### src/rtl/xfer_init_pkg.sv
package xfer_init_pkg;

  typedef enum logic [1:0] {
    XI_IDLE = 2'd0,
    XI_TX   = 2'd1,
    XI_RX   = 2'd2,
    XI_XIP  = 2'd3
  } xi_mode_e;

  typedef enum logic [1:0] {
    DIR_NONE = 2'd0,
    DIR_TX   = 2'd1,
    DIR_RX   = 2'd2
  } xi_dir_e;

endpackage

### src/rtl/xfer_init_cfg.sv
module xfer_init_cfg #(
  parameter int TH_W   = 6,
  parameter int REG_W  = 16,
  parameter int TX_LSB = 8,
  parameter int RX_LSB = 0
) (
  input  logic             clk,
  input  logic             rst_n,
  input  logic             wr_en,
  input  logic [REG_W-1:0] wr_data,
  input  logic             rx_active,
  input  logic             wide,
  output logic [TH_W-1:0]  tx_th,
  output logic [TH_W-1:0]  rx_th,
  output logic [REG_W-1:0] rd_data,
  output logic             odd_err,
  output logic             rx_wr_err
);

  logic [TH_W-1:0] tx_th_q, rx_th_q;
  logic [TH_W-1:0] wr_rx_field;
  logic            rx_wr_refused;
  logic            rx_wr_err_q;

  assign wr_rx_field   = wr_data[RX_LSB +: TH_W];
  // event: a receive threshold change arrives while a receive is active
  assign rx_wr_refused = wr_en && rx_active && (wr_rx_field != rx_th_q);

  always_ff @(posedge clk or negedge rst_n) begin
    if (!rst_n) begin
      tx_th_q     <= '0;
      rx_th_q     <= '0;
      rx_wr_err_q <= 1'b0;
    end else begin
      if (wr_en) begin
        tx_th_q <= wr_data[TX_LSB +: TH_W];
        if (!rx_active) rx_th_q <= wr_rx_field;
      end
      if (rx_wr_refused) rx_wr_err_q <= 1'b1;
    end
  end

  always_comb begin
    rd_data                  = '0;
    rd_data[TX_LSB +: TH_W]  = tx_th_q;
    rd_data[RX_LSB +: TH_W]  = rx_th_q;
  end

  assign tx_th     = tx_th_q;
  assign rx_th     = rx_th_q;
  assign odd_err   = wide && (tx_th_q[0] || rx_th_q[0]);
  assign rx_wr_err = rx_wr_err_q;

  assert_rx_th_held_R11: assert property (@(posedge clk) disable iff (!rst_n)
    (wr_en && rx_active) |=> $stable(rx_th_q));

  assert_err_sticky_R11: assert property (@(posedge clk) disable iff (!rst_n)
    rx_wr_err_q |=> rx_wr_err_q);

  assert_err_sets_R11: assert property (@(posedge clk) disable iff (!rst_n)
    rx_wr_refused |=> rx_wr_err_q);

endmodule

### src/rtl/xfer_init_tx_plan.sv
module xfer_init_tx_plan #(
  parameter int TH_W  = 6,
  parameter int CNT_W = 6,
  localparam int LEN_W = TH_W + 1,
  localparam int CMP_W = ((CNT_W > LEN_W) ? CNT_W : LEN_W) + 1
) (
  input  logic             active,
  input  logic             wide,
  input  logic [TH_W-1:0]  tx_th,
  input  logic [CNT_W-1:0] tx_level,
  output logic             want,
  output logic [LEN_W-1:0] len
);

  // threshold as used: rounded up to even in 16-bit mode
  function automatic logic [LEN_W-1:0] eff_len(input logic [TH_W-1:0] th,
                                               input logic wide_i);
    eff_len = {1'b0, th} + LEN_W'(wide_i & th[0]);
  endfunction

  logic [CMP_W-1:0] lvl_w, len_w;

  assign len   = eff_len(tx_th, wide);
  assign lvl_w = CMP_W'(tx_level);
  assign len_w = CMP_W'(len);
  assign want  = active && (tx_th != '0) && (lvl_w >= len_w);

endmodule

### src/rtl/xfer_init_rx_plan.sv
module xfer_init_rx_plan #(
  parameter int TH_W     = 6,
  parameter int CNT_W    = 6,
  parameter int RX_DEPTH = 32,
  localparam int LEN_W = TH_W + 1,
  localparam int CMP_W = ((CNT_W > LEN_W) ? CNT_W : LEN_W) + 1
) (
  input  logic             active,
  input  logic             use_burst,
  input  logic             wide,
  input  logic [TH_W-1:0]  rx_th,
  input  logic [LEN_W-1:0] burst_len,
  input  logic [CNT_W-1:0] rx_level,
  output logic             want,
  output logic [LEN_W-1:0] need
);

  function automatic logic [LEN_W-1:0] eff_len(input logic [TH_W-1:0] th,
                                               input logic wide_i);
    eff_len = {1'b0, th} + LEN_W'(wide_i & th[0]);
  endfunction

  // free space, saturating at zero if the level ever exceeds the depth
  function automatic logic [CMP_W-1:0] free_space(input logic [CMP_W-1:0] lvl);
    logic [CMP_W-1:0] depth;
    depth = CMP_W'(RX_DEPTH);
    free_space = (lvl > depth) ? '0 : (depth - lvl);
  endfunction

  logic [LEN_W-1:0] target;
  logic [CMP_W-1:0] lvl_w, free_w, tgt_w;
  logic             below;
  logic             fits;

  assign target = use_burst ? burst_len : eff_len(rx_th, wide);
  assign lvl_w  = CMP_W'(rx_level);
  assign tgt_w  = CMP_W'(target);
  assign free_w = free_space(lvl_w);
  assign below  = lvl_w < tgt_w;
  // below guarantees the level fits in LEN_W bits
  assign need   = target - lvl_w[LEN_W-1:0];
  assign fits   = free_w >= CMP_W'(need);
  assign want   = active && (target != '0) && below && fits;

endmodule

### src/rtl/xfer_init_launch.sv
module xfer_init_launch
  import xfer_init_pkg::*;
#(
  parameter int LEN_W = 7
) (
  input  logic             clk,
  input  logic             rst_n,
  input  logic             tx_want,
  input  logic [LEN_W-1:0] tx_len,
  input  logic             rx_want,
  input  logic [LEN_W-1:0] rx_len,
  input  logic             eng_busy,
  output logic             start_tx,
  output logic             start_rx,
  output logic [LEN_W-1:0] start_len,
  output logic             rx_inflight
);

  logic             start_tx_q, start_rx_q;
  logic [LEN_W-1:0] start_len_q;
  logic             wait_q;
  xi_dir_e          dir_q;
  logic             gate_open, launch_tx, launch_rx, launch_any;

  assign gate_open  = !eng_busy && !wait_q;
  assign launch_tx  = gate_open && tx_want;
  assign launch_rx  = gate_open && rx_want && !tx_want;
  assign launch_any = launch_tx || launch_rx;

  always_ff @(posedge clk or negedge rst_n) begin
    if (!rst_n) begin
      start_tx_q  <= 1'b0;
      start_rx_q  <= 1'b0;
      start_len_q <= '0;
      wait_q      <= 1'b0;
      dir_q       <= DIR_NONE;
    end else begin
      start_tx_q <= launch_tx;
      start_rx_q <= launch_rx;
      if (launch_any) begin
        start_len_q <= launch_tx ? tx_len : rx_len;
        dir_q       <= launch_tx ? DIR_TX : DIR_RX;
        wait_q      <= 1'b1;
      end else if (eng_busy) begin
        wait_q <= 1'b0;
      end
    end
  end

  assign start_tx    = start_tx_q;
  assign start_rx    = start_rx_q;
  assign start_len   = start_len_q;
  assign rx_inflight = (dir_q == DIR_RX) && (wait_q || eng_busy);

  assert_one_dir_R10: assert property (@(posedge clk) disable iff (!rst_n)
    $onehot0({start_tx_q, start_rx_q}));

  assert_busy_blocks_R10: assert property (@(posedge clk) disable iff (!rst_n)
    (eng_busy || wait_q) |=> !(start_tx_q || start_rx_q));

  assert_len_nonzero_R8: assert property (@(posedge clk) disable iff (!rst_n)
    (start_tx_q || start_rx_q) |-> (start_len_q != '0));

endmodule

### src/rtl/xfer_init_ctrl.sv
module xfer_init_ctrl
  import xfer_init_pkg::*;
#(
  parameter int TH_W     = 6,
  parameter int CNT_W    = 6,
  parameter int RX_DEPTH = 32,
  localparam int LEN_W  = TH_W + 1,
  localparam int REG_W  = 16,
  localparam int CMP_W  = ((CNT_W > LEN_W) ? CNT_W : LEN_W) + 1
) (
  input  logic             clk,
  input  logic             rst_n,
  input  logic             cfg_wr_en,
  input  logic [REG_W-1:0] cfg_wr_data,
  output logic [REG_W-1:0] cfg_rd_data,
  input  logic [1:0]       mode,
  input  logic             wide_mode,
  input  logic [CNT_W-1:0] tx_level,
  input  logic [CNT_W-1:0] rx_level,
  input  logic [LEN_W-1:0] burst_len,
  input  logic             eng_busy,
  output logic             start_tx,
  output logic             start_rx,
  output logic [LEN_W-1:0] start_len,
  output logic             th_odd_err,
  output logic             rx_wr_err
);

  xi_mode_e         mode_e;
  logic             tx_mode, rx_mode, xip_mode, rx_active, rx_inflight;
  logic [TH_W-1:0]  tx_th, rx_th;
  logic             tx_want, rx_want;
  logic [LEN_W-1:0] tx_len, rx_len;

  assign mode_e    = xi_mode_e'(mode);
  assign tx_mode   = (mode_e == XI_TX);
  assign rx_mode   = (mode_e == XI_RX);
  assign xip_mode  = (mode_e == XI_XIP);
  assign rx_active = rx_mode || xip_mode || rx_inflight;

  xfer_init_cfg #(.TH_W(TH_W), .REG_W(REG_W), .TX_LSB(8), .RX_LSB(0)) cfg_i (
    .clk       (clk),
    .rst_n     (rst_n),
    .wr_en     (cfg_wr_en),
    .wr_data   (cfg_wr_data),
    .rx_active (rx_active),
    .wide      (wide_mode),
    .tx_th     (tx_th),
    .rx_th     (rx_th),
    .rd_data   (cfg_rd_data),
    .odd_err   (th_odd_err),
    .rx_wr_err (rx_wr_err)
  );

  xfer_init_tx_plan #(.TH_W(TH_W), .CNT_W(CNT_W)) tx_plan_i (
    .active   (tx_mode),
    .wide     (wide_mode),
    .tx_th    (tx_th),
    .tx_level (tx_level),
    .want     (tx_want),
    .len      (tx_len)
  );

  xfer_init_rx_plan #(.TH_W(TH_W), .CNT_W(CNT_W), .RX_DEPTH(RX_DEPTH)) rx_plan_i (
    .active    (rx_mode || xip_mode),
    .use_burst (xip_mode),
    .wide      (wide_mode),
    .rx_th     (rx_th),
    .burst_len (burst_len),
    .rx_level  (rx_level),
    .want      (rx_want),
    .need      (rx_len)
  );

  xfer_init_launch #(.LEN_W(LEN_W)) launch_i (
    .clk         (clk),
    .rst_n       (rst_n),
    .tx_want     (tx_want),
    .tx_len      (tx_len),
    .rx_want     (rx_want),
    .rx_len      (rx_len),
    .eng_busy    (eng_busy),
    .start_tx    (start_tx),
    .start_rx    (start_rx),
    .start_len   (start_len),
    .rx_inflight (rx_inflight)
  );

  assert_idle_quiet_R6: assert property (@(posedge clk) disable iff (!rst_n)
    (mode_e == XI_IDLE) |=> !(start_tx || start_rx));

  assert_fetch_fits_R4: assert property (@(posedge clk) disable iff (!rst_n)
    start_rx |-> (CMP_W'(start_len) + CMP_W'($past(rx_level)) <= CMP_W'(RX_DEPTH)));

  assert_tx_needs_mode_R2: assert property (@(posedge clk) disable iff (!rst_n)
    !tx_mode |=> !start_tx);

endmodule

### config.mk
export PLATFORM = sky130hd
export DESIGN_NAME = xfer_init_ctrl
export DESIGN_NICKNAME = d
export VERILOG_FILES = /design/src/rtl/xfer_init_pkg.sv /design/src/rtl/xfer_init_cfg.sv /design/src/rtl/xfer_init_tx_plan.sv /design/src/rtl/xfer_init_rx_plan.sv /design/src/rtl/xfer_init_launch.sv /design/src/rtl/xfer_init_ctrl.sv
export SDC_FILE = /design/constraint.sdc
export NUM_CORES = 1
export LEC_CHECK = 0
export ABC_AREA = 1
export BUFFER_PORTS_ARGS = -buffer_cell sky130_fd_sc_hd__buf_2
export CAP_MARGIN = 30
export CORE_ASPECT_RATIO = 0.5
export CORE_MARGIN = 4
export CORE_UTILIZATION = 30
export DETAILED_ROUTE_END_ITERATION = 10
export PLACE_DENSITY = 0.5
export SETUP_SLACK_MARGIN = 0.02
export SLEW_MARGIN = 25
export SYNTH_ARGS = -nofsm -noshare
export SYNTH_HDL_FRONTEND = slang
export SYNTH_SLANG_ARGS = --single-unit
### constraint.sdc
create_clock -name clk -period 2.8 [get_ports clk]
set_input_delay 0.56 -clock clk [delete_from_list [all_inputs] [get_ports clk]]
set_output_delay 0.56 -clock clk [all_outputs]
set_load 0.01 [all_outputs]
==> results of run 1 <==
per-stage QoR:
step,worst slack [ps],util [%],instances,total power [mW]
finish,-188,45.9,536,1.90
global placement,-441,41.2,517,1.42
global route,-368,45.9,536,2.06
detailed placement,-449,41.2,517,1.44
CTS,-128,44.0,531,1.84
floorplan,-15.2,-,333,1.07
what timing repair did:
action	4_1_cts	5_1_grt
gates resized for setup	12	23
setup endpoints to repair	11	11
hold endpoints to repair	0	0
hold buffers	0	0
setup buffers	10	4
gates cloned	0	1
pin swaps	8	21
logic make-up after synthesis:
| group | Yosys count | synth area share, % |
|---|---|---|
| other | 1 | 0.163 |
| DFF | 25 | 27.2 |
| buffers and inverters | 68 | 12.6 |
| adders and majority gates | 22 | 12.3 |
| and+or+nand+nor | 167 | 33.9 |
| muxes | 2 | 0.980 |
| xor gates and xnor gates | 9 | 3.43 |
| AOI/OAI and AO/OA | 36 | 9.36 |
final cells by class:
| type | count | share of cell area [%] |
|---|---|---|
| inverter | 60 | 6.84 |
| clock inverter | 1 | 0.148 |
| timing repair buffer | 111 | 21.1 |
| sequential | 25 | 18.5 |
| clock buffer | 3 | 2.22 |
| tap | 96 | 3.55 |
| multi-input combinational | 240 | 47.7 |
worst paths after layout:
check | from | end | slack [ps] | cells past startpoint
max in group asynchronous | rst_n | cfg_i.rx_th[0] | 2100 | 1
worst max-delay path | wide_mode | launch_i.wait_q | -190 | 24
min in group clk | launch_i.dir_q[0] | launch_i.dir_q[0] | 470 | 2
worst max register to register | cfg_i.rx_th[0] | launch_i.wait_q | -160 | 23
worst min-delay path | rst_n | launch_i.start_rx | 290 | 1
worst min register to register | launch_i.dir_q[0] | launch_i.dir_q[0] | 470 | 2
state kept, by name, summed over array words and instances, names as in the netlist:
signal	flops
launch_i.start_len	7
launch_i.dir_q	2
cfg_i.tx_th	6
cfg_i.rx_wr_err	1
launch_i.start_rx	1
launch_i.start_tx	1
cfg_i.rx_th	6
launch_i.wait_q	1
worst register-to-register path, cell delays in order, from the launching register on:
cell,delay (ps)
sky130_fd_sc_hd__dfrtp_2,430
sky130_fd_sc_hd__nand2_8,80
sky130_fd_sc_hd__buf_4,140
sky130_fd_sc_hd__nor2_2,120
sky130_fd_sc_hd__nand2_1,70
sky130_fd_sc_hd__nand3_1,90
sky130_fd_sc_hd__nand2_1,70
sky130_fd_sc_hd__ha_1,330
sky130_fd_sc_hd__nand2_2,90
sky130_fd_sc_hd__inv_1,50
sky130_fd_sc_hd__nand2_2,60
sky130_fd_sc_hd__nand3_2,100
sky130_fd_sc_hd__or2_4,250
sky130_fd_sc_hd__nand2_4,70
sky130_fd_sc_hd__ha_4,210
sky130_fd_sc_hd__nand2_2,60
sky130_fd_sc_hd__inv_2,30
sky130_fd_sc_hd__nand2_1,50
sky130_fd_sc_hd__nand2_1,40
sky130_fd_sc_hd__nand2_1,60
sky130_fd_sc_hd__nand2_2,80
sky130_fd_sc_hd__nand2_4,120
sky130_fd_sc_hd__buf_12,130
sky130_fd_sc_hd__o211ai_1,80
cell usage in the layout (no fill, tap or decap), types with 5 or more instances in the layout:
cell type,n
sky130_fd_sc_hd__a21oi_1,8
sky130_fd_sc_hd__buf_2,60
sky130_fd_sc_hd__buf_4,49
sky130_fd_sc_hd__dfrtp_1,24
sky130_fd_sc_hd__ha_1,16
sky130_fd_sc_hd__ha_4,5
sky130_fd_sc_hd__inv_1,52
sky130_fd_sc_hd__inv_2,5
sky130_fd_sc_hd__nand2_1,86
sky130_fd_sc_hd__nand2_2,16
sky130_fd_sc_hd__nand2_4,6
sky130_fd_sc_hd__nand3_1,8
sky130_fd_sc_hd__nand3_2,8
sky130_fd_sc_hd__nand4_1,10
sky130_fd_sc_hd__nor2_1,16
sky130_fd_sc_hd__o21ai_0,13
sky130_fd_sc_hd__xor2_1,5
metal layers:
layer	global-route usage, %	part of all wire (%)
met1	18.4	49
met4	3.03	0.79
met5	0	0
met2	23.3	46
met3	1.80	4.1
report_power, final:
part	leakage, nW	total (mW)	internal, mW	switching (mW)
Clock	0.0409	0.321	0.193	0.128
Sequential	0.305	0.524	0.448	0.0761
Combinational	1.56	1.05	0.515	0.538
Total	1.91	1.90	1.16	0.743
==> flow_metrics.py, run 1 <==
metrics = {
    "status": {
        "result_of_the_run": "finished, violations left",
        "violations": "negative setup slack",
    },
    "worst_setup_path": {
        "cp_top_family": "simple AND/OR/NAND/NOR gates",
        "timing_worst_setup_path_type": "input port to register",
        "top_fanout_value_on_the_critical_path": 5,
        "critPathMaxStageDelay_ps": 330,
        "wp_data_required_ps": 2930,
        "timing.critical_path.from_type": "input port",
        "setup.worst_path.end_class": "register",
        "critical_path.slowest_cell": "sky130_fd_sc_hd__ha_1",
        "timing.critical_path.buf_inv": 5,
        "critical_path.most_common_cell": "sky130_fd_sc_hd__nand2_1",
        "cp_data_arrival_time_ps": 3110,
        "cells_traversed_along_the_worst_timing_path": "buf_2, nand2_8, buf_4, nor2_2, nand2_1, nand3_1, nand2_1, ha_1, nand2_2, inv_1, nand2_2, nand3_2, or2_4, nand2_4, ha_4, nand2_2, inv_2, nand2_1, nand2_1, nand2_1, nand2_2, nand2_4, buf_12, o211ai_1",
    },
    "synth": {
        "syn_inst": 330,
        "post_synth_most_frequent_cells": "sky130_fd_sc_hd__nand2_1, sky130_fd_sc_hd__inv_1, sky130_fd_sc_hd__dfrtp_1, sky130_fd_sc_hd__ha_1, sky130_fd_sc_hd__nor2_1",
        "synthesis.yosys.warnings": 0,
        "post_synth_main_area_contributors": "sky130_fd_sc_hd__dfrtp_1, sky130_fd_sc_hd__nand2_1, sky130_fd_sc_hd__ha_1, sky130_fd_sc_hd__inv_1, sky130_fd_sc_hd__o21ai_0",
        "post_synth_num_cell_types": 40,
        "synth.cell_area_sq_um": 2300,
        "number_of_enable_type_register_cells_in_the_synthesized_netlist": 0,
        "seq_area_frac_synth_pct": 27.2,
        "synthArstFlopShare_pct": 100,
        "synth_top_area_share_pct": 27.2,
        "syn-mean-instance-area_sq_um": 6.97,
        "synth-seq-cells": 25,
        "synth.most_common_cell": "sky130_fd_sc_hd__nand2_1",
        "cell_type_contributing_the_most_total_cell_area_after_synthesis": "sky130_fd_sc_hd__dfrtp_1",
        "ys.flop_type": "sky130_fd_sc_hd__dfrtp_1",
    },
    "placed_design": {
        "hpwlAfterDp_um": 5180,
        "gpl.final_weighted_congestion": 0.794,
        "io_buffers": 60,
        "postPlaceCellArea_sq_um": 3040,
    },
    "timing": {
        "achievable-frequency_mhz": 335,
        "final-hold-violation-count": 0,
        "fin_skew_ps": 2.95,
        "fin_hold_ws_ps": 289,
        "worst_slew_margin_rel_pct": 61.8,
        "rsz0062_at_grt": "yes",
        "setup-tns-final_ps": -1770,
        "tightestPinTransition_ps": 573,
        "timing.final.setup_violations": 11,
        "post-route-min-period_ps": 2990,
        "postLayoutSetupSlackWorst_ps": -188,
        "timing_max_transition_violations_final": 0,
        "layout_worst_path_cycle_share_pct": 107,
    },
    "run": {
        "drv.max_cap_violation_count": 0,
    },
    "detailed_routing": {
        "ant_nets": 0,
        "final_routed_wirelength_um": 6450,
        "dr_total_vias": 2405,
        "drtIter0Drc": 94,
        "post-route-drc-count": 0,
        "wire_per_inst_um": 12.0,
        "drt_pre_antenna_iters": 4,
        "routed_via_density": 4.49,
    },
    "cells_and_area": {
        "multi_input_combinational_cell_area_sq_um": 1610,
        "post_route_cells_drive_above_1_share_pct": 40.7,
        "register_area_sq_um": 627,
        "layout.cell_area.non_filler_sq_um": 3390,
        "syn_to_final_growth_pct": 47.3,
        "num-fill-cells": 751,
        "number_of_nets_at_the_end_of_the_flow": 505,
        "antenna_cells_inserted": 0,
    },
    "power_and_ir_drop": {
        "p_per_area_nw_per_um2": 561,
        "power_leakage_nw": 1.91,
        "ir_drop_mv": 0.266,
    },
    "global_route": {
        "global_route_wire_length_before_repair_um": 10700,
        "number_of_antenna_violations_at_the_first_check_in_global_routing": 0,
        "grt_start_max_net_pins": 26,
        "total_track_usage_pct": 13.6,
        "grt.overflow.total": 0,
        "first_global_vias": 2364,
    },
    "cts": {
        "path_clk_slew_ps": 60,
        "cts.path.max_buffers": 2,
        "clk_latency_ps": 260,
        "numCtsBuffers": 3,
        "cts_tree": "done",
        "cts-root-buf": "sky130_fd_sc_hd__clkbuf_16",
        "cts.sinks": 25,
        "cts.htree.levels": 1,
    },
    "floorplanning": {
        "initial_utilization_pct": 31.2,
        "die_area_sq_um": 9210,
        "die_w_um": 132,
        "die_height_um": 69.9,
        "placeableCoreArea_sq_um": 7380,
        "placementRows": 22,
        "ios": 69,
    },
    "hold_path": {
        "class_of_the_most_critical_hold_timing_path": "input port to asynchronous set/reset pin",
    },
}
(Power assumes the default switching activity.)
==> inputs of run 2 (changes only) <==
--- a/config.mk
+++ b/config.mk
@@ -10,9 +10,9 @@
 export CAP_MARGIN = 30
 export CORE_ASPECT_RATIO = 0.5
 export CORE_MARGIN = 4
-export CORE_UTILIZATION = 30
+export CORE_UTILIZATION = 35
 export DETAILED_ROUTE_END_ITERATION = 10
-export PLACE_DENSITY = 0.5
+export PLACE_DENSITY = 0.57
 export SETUP_SLACK_MARGIN = 0.02
 export SLEW_MARGIN = 25
 export SYNTH_ARGS = -nofsm -noshare
==> flow_metrics.py, run 2 (synthesis results as in run 1) <==
metrics = {
    "global_route": {
        "grt_start_max_net_pins": 26,
        "met2_usage_pct": 28.4,
        "global_route.peak_usage_layer": "met2",
        "globalRouteMet3Util_pct": 1.81,
        "grt.overflow.total": 0,
        "first_global_vias": 2397,
        "global_route_wire_length_before_repair_um": 10800,
        "gr-usage-met1_pct": 22.5,
        "total_track_usage_pct": 16.4,
        "number_of_antenna_violations_at_the_first_check_in_global_routing": 0,
    },
    "detailed_routing": {
        "drt_pre_antenna_iters": 4,
        "final_routed_wirelength_um": 6570,
        "wire_per_inst_um": 12.3,
        "drtIter0Drc": 104,
        "post-route-drc-count": 0,
        "ant_nets": 0,
        "routed_via_density": 4.59,
        "dr_total_vias": 2457,
    },
    "cells_and_area": {
        "mostFrequentLayoutCells": "sky130_fd_sc_hd__nand2_1, sky130_fd_sc_hd__buf_2, sky130_fd_sc_hd__buf_4, sky130_fd_sc_hd__inv_1, sky130_fd_sc_hd__dfrtp_1",
        "final_common_cell": "sky130_fd_sc_hd__nand2_1",
        "num-fill-cells": 625,
        "syn_to_final_growth_pct": 49.4,
        "number_of_flip_flops_in_the_largest_register": 7,
        "number_of_nets_at_the_end_of_the_flow": 512,
        "antenna_cells_inserted": 0,
        "fin_cells": 535,
        "post_route_cells_drive_above_1_share_pct": 40.7,
    },
    "worst_setup_path": {
        "timing_worst_setup_path_type": "register to register",
        "wp_data_required_ps": 2950,
        "timing.critical_path.from_type": "register",
        "r2r_setup_slack_ps": -180,
        "regToRegStartpoint": "cfg_i.rx_th[0]",
        "worst_r2r_endpoint": "launch_i.start_len[5]",
        "worst-r2r-cell-count": 25,
        "top_fanout_value_on_the_critical_path": 4,
        "setup.worst_path.end_class": "register",
        "cp_data_arrival_time_ps": 3130,
    },
    "placed_design": {
        "io_buffers": 60,
        "hpwlAfterDp_um": 5050,
        "dp.cells": 508,
        "gpl.final_weighted_congestion": 0.895,
        "pre_cts_slack_ps": -433,
    },
    "power_and_ir_drop": {
        "p_per_area_nw_per_um2": 562,
        "ir_drop_mv": 0.205,
        "power_leakage_nw": 1.93,
    },
    "timing": {
        "timing_max_transition_violations_final": 0,
        "final-hold-violation-count": 0,
        "tightestPinTransition_ps": 567,
        "layout_worst_path_cycle_share_pct": 106,
        "postLayoutSetupSlackWorst_ps": -182,
        "fin_hold_ws_ps": 291,
        "fin_skew_ps": 3.58,
        "achievable-frequency_mhz": 335,
        "setup-tns-final_ps": -1740,
        "post-route-min-period_ps": 2980,
        "worst_slew_margin_rel_pct": 62.2,
        "timing.final.setup_violations": 11,
        "rsz0062_at_grt": "yes",
    },
    "floorplanning": {
        "placementRows": 20,
        "placeableCoreArea_sq_um": 6210,
        "die_area_sq_um": 8010,
        "initial_utilization_pct": 37.0,
        "die_w_um": 123,
        "ios": 69,
        "die_height_um": 65.3,
    },
    "cts": {
        "path_clk_slew_ps": 60,
        "cts_tree": "done",
        "cts.htree.levels": 1,
        "cts.sinks": 25,
        "cts_hold_buf": 0,
        "numCtsBuffers": 3,
        "clk_latency_ps": 260,
        "cts-root-buf": "sky130_fd_sc_hd__clkbuf_16",
        "cts.path.max_buffers": 2,
    },
    "hold_path": {
        "class_of_the_most_critical_hold_timing_path": "input port to asynchronous set/reset pin",
    },
    "run": {
        "drv.max_cap_violation_count": 0,
    },
    "status": {
        "result_of_the_run": "finished, violations left",
        "violations": "negative setup slack",
    },
}
[run 2: report_power, final]
part | switching (mW) | total (mW) | internal (mW)
Sequential | 0.0777 | 0.526 | 0.449
Clock | 0.121 | 0.315 | 0.194
Combinational | 0.545 | 1.09 | 0.543
[run 2: how the worst max path moves through the flow]
stage	startpoint	endpoint	slack [ps]
floorplan	wide_mode	launch_i.wait_q	-20
CTS	cfg_i.rx_th[0]	launch_i.wait_q	-160
global placement	wide_mode	launch_i.start_len[6]	-420
detailed placement	wide_mode	launch_i.start_len[6]	-430
global route	cfg_i.rx_th[0]	launch_i.wait_q	-410
finish	cfg_i.rx_th[0]	launch_i.start_len[5]	-180
[run 2: layout make-up]
cell class / count / area (sq um) / share of cell area [%]
Sequential cell: 25 / 628 / 18.3
Timing Repair Buffer: 118 / 776 / 22.6
Inverter: 60 / 231 / 6.74
Clock buffer: 4 / 78.8 / 2.30
Tap cell: 88 / 110 / 3.21
Multi-Input combinational cell: 240 / 1610 / 46.9
[run 2: timing repair]
action                     4_1_cts  5_1_grt
gates cloned                     1        0
gates resized for setup         13       22
setup endpoints to repair       11       12
pin swaps                       10       31
setup buffers                   22        3
[run 2: worst max-delay path, stage by stage (launching register included)]
cell and delay [ps]:
sky130_fd_sc_hd__dfrtp_2 450, sky130_fd_sc_hd__nand2_8 100, sky130_fd_sc_hd__inv_4 30, sky130_fd_sc_hd__ha_4 150
sky130_fd_sc_hd__nand2_4 70, sky130_fd_sc_hd__inv_4 40, sky130_fd_sc_hd__o21ai_2 120, sky130_fd_sc_hd__nand2_1 90
sky130_fd_sc_hd__inv_2 70, sky130_fd_sc_hd__ha_4 220, sky130_fd_sc_hd__nand2_2 60, sky130_fd_sc_hd__nand2_2 60
sky130_fd_sc_hd__o21bai_4 170, sky130_fd_sc_hd__xor2_1 170, sky130_fd_sc_hd__inv_1 60, sky130_fd_sc_hd__ha_1 260
sky130_fd_sc_hd__nand2_1 50, sky130_fd_sc_hd__nand2_1 60, sky130_fd_sc_hd__nand2_1 50, sky130_fd_sc_hd__nand2_1 50
sky130_fd_sc_hd__nand2_1 50, sky130_fd_sc_hd__nand2_2 110, sky130_fd_sc_hd__nand2_4 110, sky130_fd_sc_hd__buf_16 160
sky130_fd_sc_hd__nand3_1 60, sky130_fd_sc_hd__nand2_1 50
[run 2: layer usage]
| metal | vias to the layer above | part of all wire (%) |
|---|---|---|
| met2 | 58 | 48 |
| met3 | 8 | 4.9 |
| met4 | 0 | 0.93 |
| met5 | - | 0 |
| li1 | 1282 | - |
| met1 | 1109 | 46 |
[run 2: metrics by stage]
step	utilization, %	power [mW]	area, sq um
after floorplan	-	1.07	2400
after detailed placement	48.8	1.43	3030
after CTS	53.7	1.88	3330
after global routing	55.3	2.12	3430
final	55.3	1.93	3430
after global placement	48.8	1.41	3030
==> inputs of run 3 (changes only) <==
--- a/config.mk
+++ b/config.mk
@@ -10,9 +10,9 @@
 export CAP_MARGIN = 30
 export CORE_ASPECT_RATIO = 0.5
 export CORE_MARGIN = 4
-export CORE_UTILIZATION = 35
+export CORE_UTILIZATION = 41
 export DETAILED_ROUTE_END_ITERATION = 10
-export PLACE_DENSITY = 0.57
+export PLACE_DENSITY = 0.65
 export SETUP_SLACK_MARGIN = 0.02
 export SLEW_MARGIN = 25
 export SYNTH_ARGS = -nofsm -noshare
==> flow_metrics.py, run 3 (synthesis results as in run 1) <==
metrics = {
    "status": {
        "result_of_the_run": "finished, violations left",
        "violations": "negative setup slack",
    },
    "cells_and_area": {
        "final_core_utilization_pct": 63.0,
        "number_of_flip_flops_in_the_largest_register": 7,
        "number_of_nets_at_the_end_of_the_flow": 496,
        "register_area_sq_um": 628,
        "final_common_cell": "sky130_fd_sc_hd__nand2_1",
        "syn_to_final_growth_pct": 41.4,
        "post_route_cells_drive_above_1_share_pct": 40.4,
        "antenna_cells_inserted": 0,
        "num-fill-cells": 466,
        "multi_input_combinational_cell_area_sq_um": 1630,
        "mostFrequentLayoutCells": "sky130_fd_sc_hd__nand2_1, sky130_fd_sc_hd__buf_2, sky130_fd_sc_hd__inv_1, sky130_fd_sc_hd__buf_4, sky130_fd_sc_hd__dfrtp_1",
        "layout.cell_area.non_filler_sq_um": 3250,
    },
    "worst_setup_path": {
        "timing_worst_setup_path_type": "register to register",
        "wp_data_required_ps": 2970,
        "regToRegStartpoint": "cfg_i.rx_th[0]",
        "top_fanout_value_on_the_critical_path": 7,
        "worst-r2r-cell-count": 24,
        "cp_top_family": "simple AND/OR/NAND/NOR gates",
        "worst_r2r_endpoint": "launch_i.dir_q[0]",
        "critical_path.slowest_cell": "sky130_fd_sc_hd__dfrtp_2",
        "worst_setup_path_start": "cfg_i.rx_th[0]",
        "setup.worst_path.end_class": "register",
        "critPathMaxStageDelay_ps": 460,
        "cp_data_arrival_time_ps": 3090,
        "r2r_setup_slack_ps": -130,
        "cells_traversed_along_the_worst_timing_path": "nand2_8, inv_4, ha_4, nand2_2, inv_2, o21ai_2, nand2_2, inv_2, ha_4, buf_6, nand3_2, nand2_2, xor2_2, ha_1, nand2_2, inv_1, nand2_1, nand2_1, nand2_1, nand2_2, nand2_4, buf_4, nand2_1, nand2_1",
        "timing.critical_path.from_type": "register",
        "timing.critical_path.buf_inv": 6,
    },
    "global_route": {
        "number_of_antenna_violations_at_the_first_check_in_global_routing": 0,
        "global_route_wire_length_before_repair_um": 9960,
        "grt.overflow.total": 0,
        "first_global_vias": 2311,
        "total_track_usage_pct": 17.8,
        "grt_start_max_net_pins": 26,
    },
    "detailed_routing": {
        "ant_nets": 0,
        "drtIter0Drc": 129,
        "dr_total_vias": 2362,
        "routed_via_density": 4.71,
        "post-route-drc-count": 0,
        "final_routed_wirelength_um": 5930,
        "drt_pre_antenna_iters": 4,
        "wire_per_inst_um": 11.8,
    },
    "floorplanning": {
        "placeableCoreArea_sq_um": 5160,
        "ios": 69,
        "die_height_um": 60.9,
        "initial_utilization_pct": 44.6,
        "die_w_um": 114,
        "die_area_sq_um": 6940,
        "placementRows": 18,
    },
    "placed_design": {
        "postPlaceCellArea_sq_um": 2990,
        "pre_cts_slack_ps": -489,
        "gpl.final_weighted_congestion": 0.854,
        "io_buffers": 60,
        "hpwlAfterDp_um": 4860,
    },
    "timing": {
        "post-route-min-period_ps": 2930,
        "layout_worst_path_cycle_share_pct": 105,
        "tightestPinTransition_ps": 572,
        "postLayoutSetupSlackWorst_ps": -127,
        "fin_skew_ps": 8.19,
        "timing.final.setup_violations": 11,
        "timing_max_transition_violations_final": 0,
        "achievable-frequency_mhz": 342,
        "worst_slew_margin_rel_pct": 61.9,
        "rsz0062_at_grt": "yes",
        "final-hold-violation-count": 0,
    },
    "power_and_ir_drop": {
        "power_switching_share_pct": 40.7,
        "share_comb_of_total_power_pct": 58.4,
        "p_seq_share_pct": 29.5,
        "power_leakage_nw": 1.83,
        "power.net_switching_mw": 0.719,
        "ir_drop_mv": 0.263,
        "power.clock.fraction_pct": 12.1,
        "cellInternalPower_mw": 1.05,
        "p_per_area_nw_per_um2": 544,
    },
    "cts": {
        "path_clk_slew_ps": 90,
        "cts_tree": "done",
        "cts_hold_buf": 0,
        "numCtsBuffers": 3,
        "clk_latency_ps": 270,
        "cts.htree.levels": 1,
        "cts-root-buf": "sky130_fd_sc_hd__clkbuf_8",
        "cts.path.max_buffers": 2,
        "cts.sinks": 25,
    },
    "hold_path": {
        "class_of_the_most_critical_hold_timing_path": "input port to asynchronous set/reset pin",
    },
    "run": {
        "drv.max_cap_violation_count": 0,
    },
}
[run 3: per-layer routing]
layer | wire length, um | part of all wire, % | track usage (%)
met1 | 2950 | 50 | 24.2
met2 | 2690 | 45 | 30.7
met3 | 249 | 4.2 | 2.89
met4 | 41 | 0.69 | 3.72
met5 | 0 | 0 | 0
[run 3: layout make-up]
cell class,count,share of cell area (%)
timing repair buffer,102,19.4
multi-input combinational,240,50.2
tap,70,2.69
sequential,25,19.3
clock buffer,4,1.39
inverter,60,7.04
[run 3: worst reg2reg max path, stage by stage (launching register included)]
cell and delay [ps]:
sky130_fd_sc_hd__dfrtp_2 460, sky130_fd_sc_hd__nand2_8 100, sky130_fd_sc_hd__inv_4 40, sky130_fd_sc_hd__ha_4 150, sky130_fd_sc_hd__nand2_2 70, sky130_fd_sc_hd__inv_2 50
sky130_fd_sc_hd__o21ai_2 130, sky130_fd_sc_hd__nand2_2 70, sky130_fd_sc_hd__inv_2 70, sky130_fd_sc_hd__ha_4 220, sky130_fd_sc_hd__buf_6 140, sky130_fd_sc_hd__nand3_2 80
sky130_fd_sc_hd__nand2_2 80, sky130_fd_sc_hd__xor2_2 200, sky130_fd_sc_hd__ha_1 290, sky130_fd_sc_hd__nand2_2 50, sky130_fd_sc_hd__inv_1 40, sky130_fd_sc_hd__nand2_1 40
sky130_fd_sc_hd__nand2_1 50, sky130_fd_sc_hd__nand2_1 50, sky130_fd_sc_hd__nand2_2 100, sky130_fd_sc_hd__nand2_4 100, sky130_fd_sc_hd__buf_4 170, sky130_fd_sc_hd__nand2_1 50
sky130_fd_sc_hd__nand2_1 40
[run 3: what timing repair did]
item | in CTS | in global routing
gates resized for setup | 13 | 30
setup buffers | 3 | 4
pin swaps | 5 | 34
endpoints found under the setup margin | 11 | 11
endpoints found under the hold margin | 0 | 0
[run 3: how the worst max path moves through the flow]
stage | endpoint | slack, ps | cells after the start
3_5_place_dp | launch_i.start_len[2] | -490 | 24
6_report | launch_i.dir_q[0] | -130 | 24
2_1_floorplan | launch_i.wait_q | -20 | 24
4_1_cts | launch_i.start_len[6] | -130 | 25
5_1_grt | launch_i.start_len[1] | -370 | 25
3_3_place_gp | launch_i.start_len[4] | -470 | 22
[run 3: power by group through the flow]
stage	Clock [mW]	Sequential [mW]	Combinational, mW
final	0.214	0.522	1.03
after global routing	0.239	0.535	1.16
after CTS	0.223	0.519	0.941
after detailed placement	0	0.524	0.899
after global placement	0	0.522	0.876
after floorplan	0	0.552	0.518
[run 3: per-stage QoR]
step           hold slack (ps)  std cells  TNS [ps]  total power, mW
2_1_floorplan              264        333     -45.9             1.07
3_3_place_gp               451        490     -4700             1.40
3_5_place_dp               454        490     -4930             1.42
4_1_cts                    294        497     -1160             1.68
5_1_grt                    316        501     -3680             1.94
6_report                   278        501     -1100             1.77
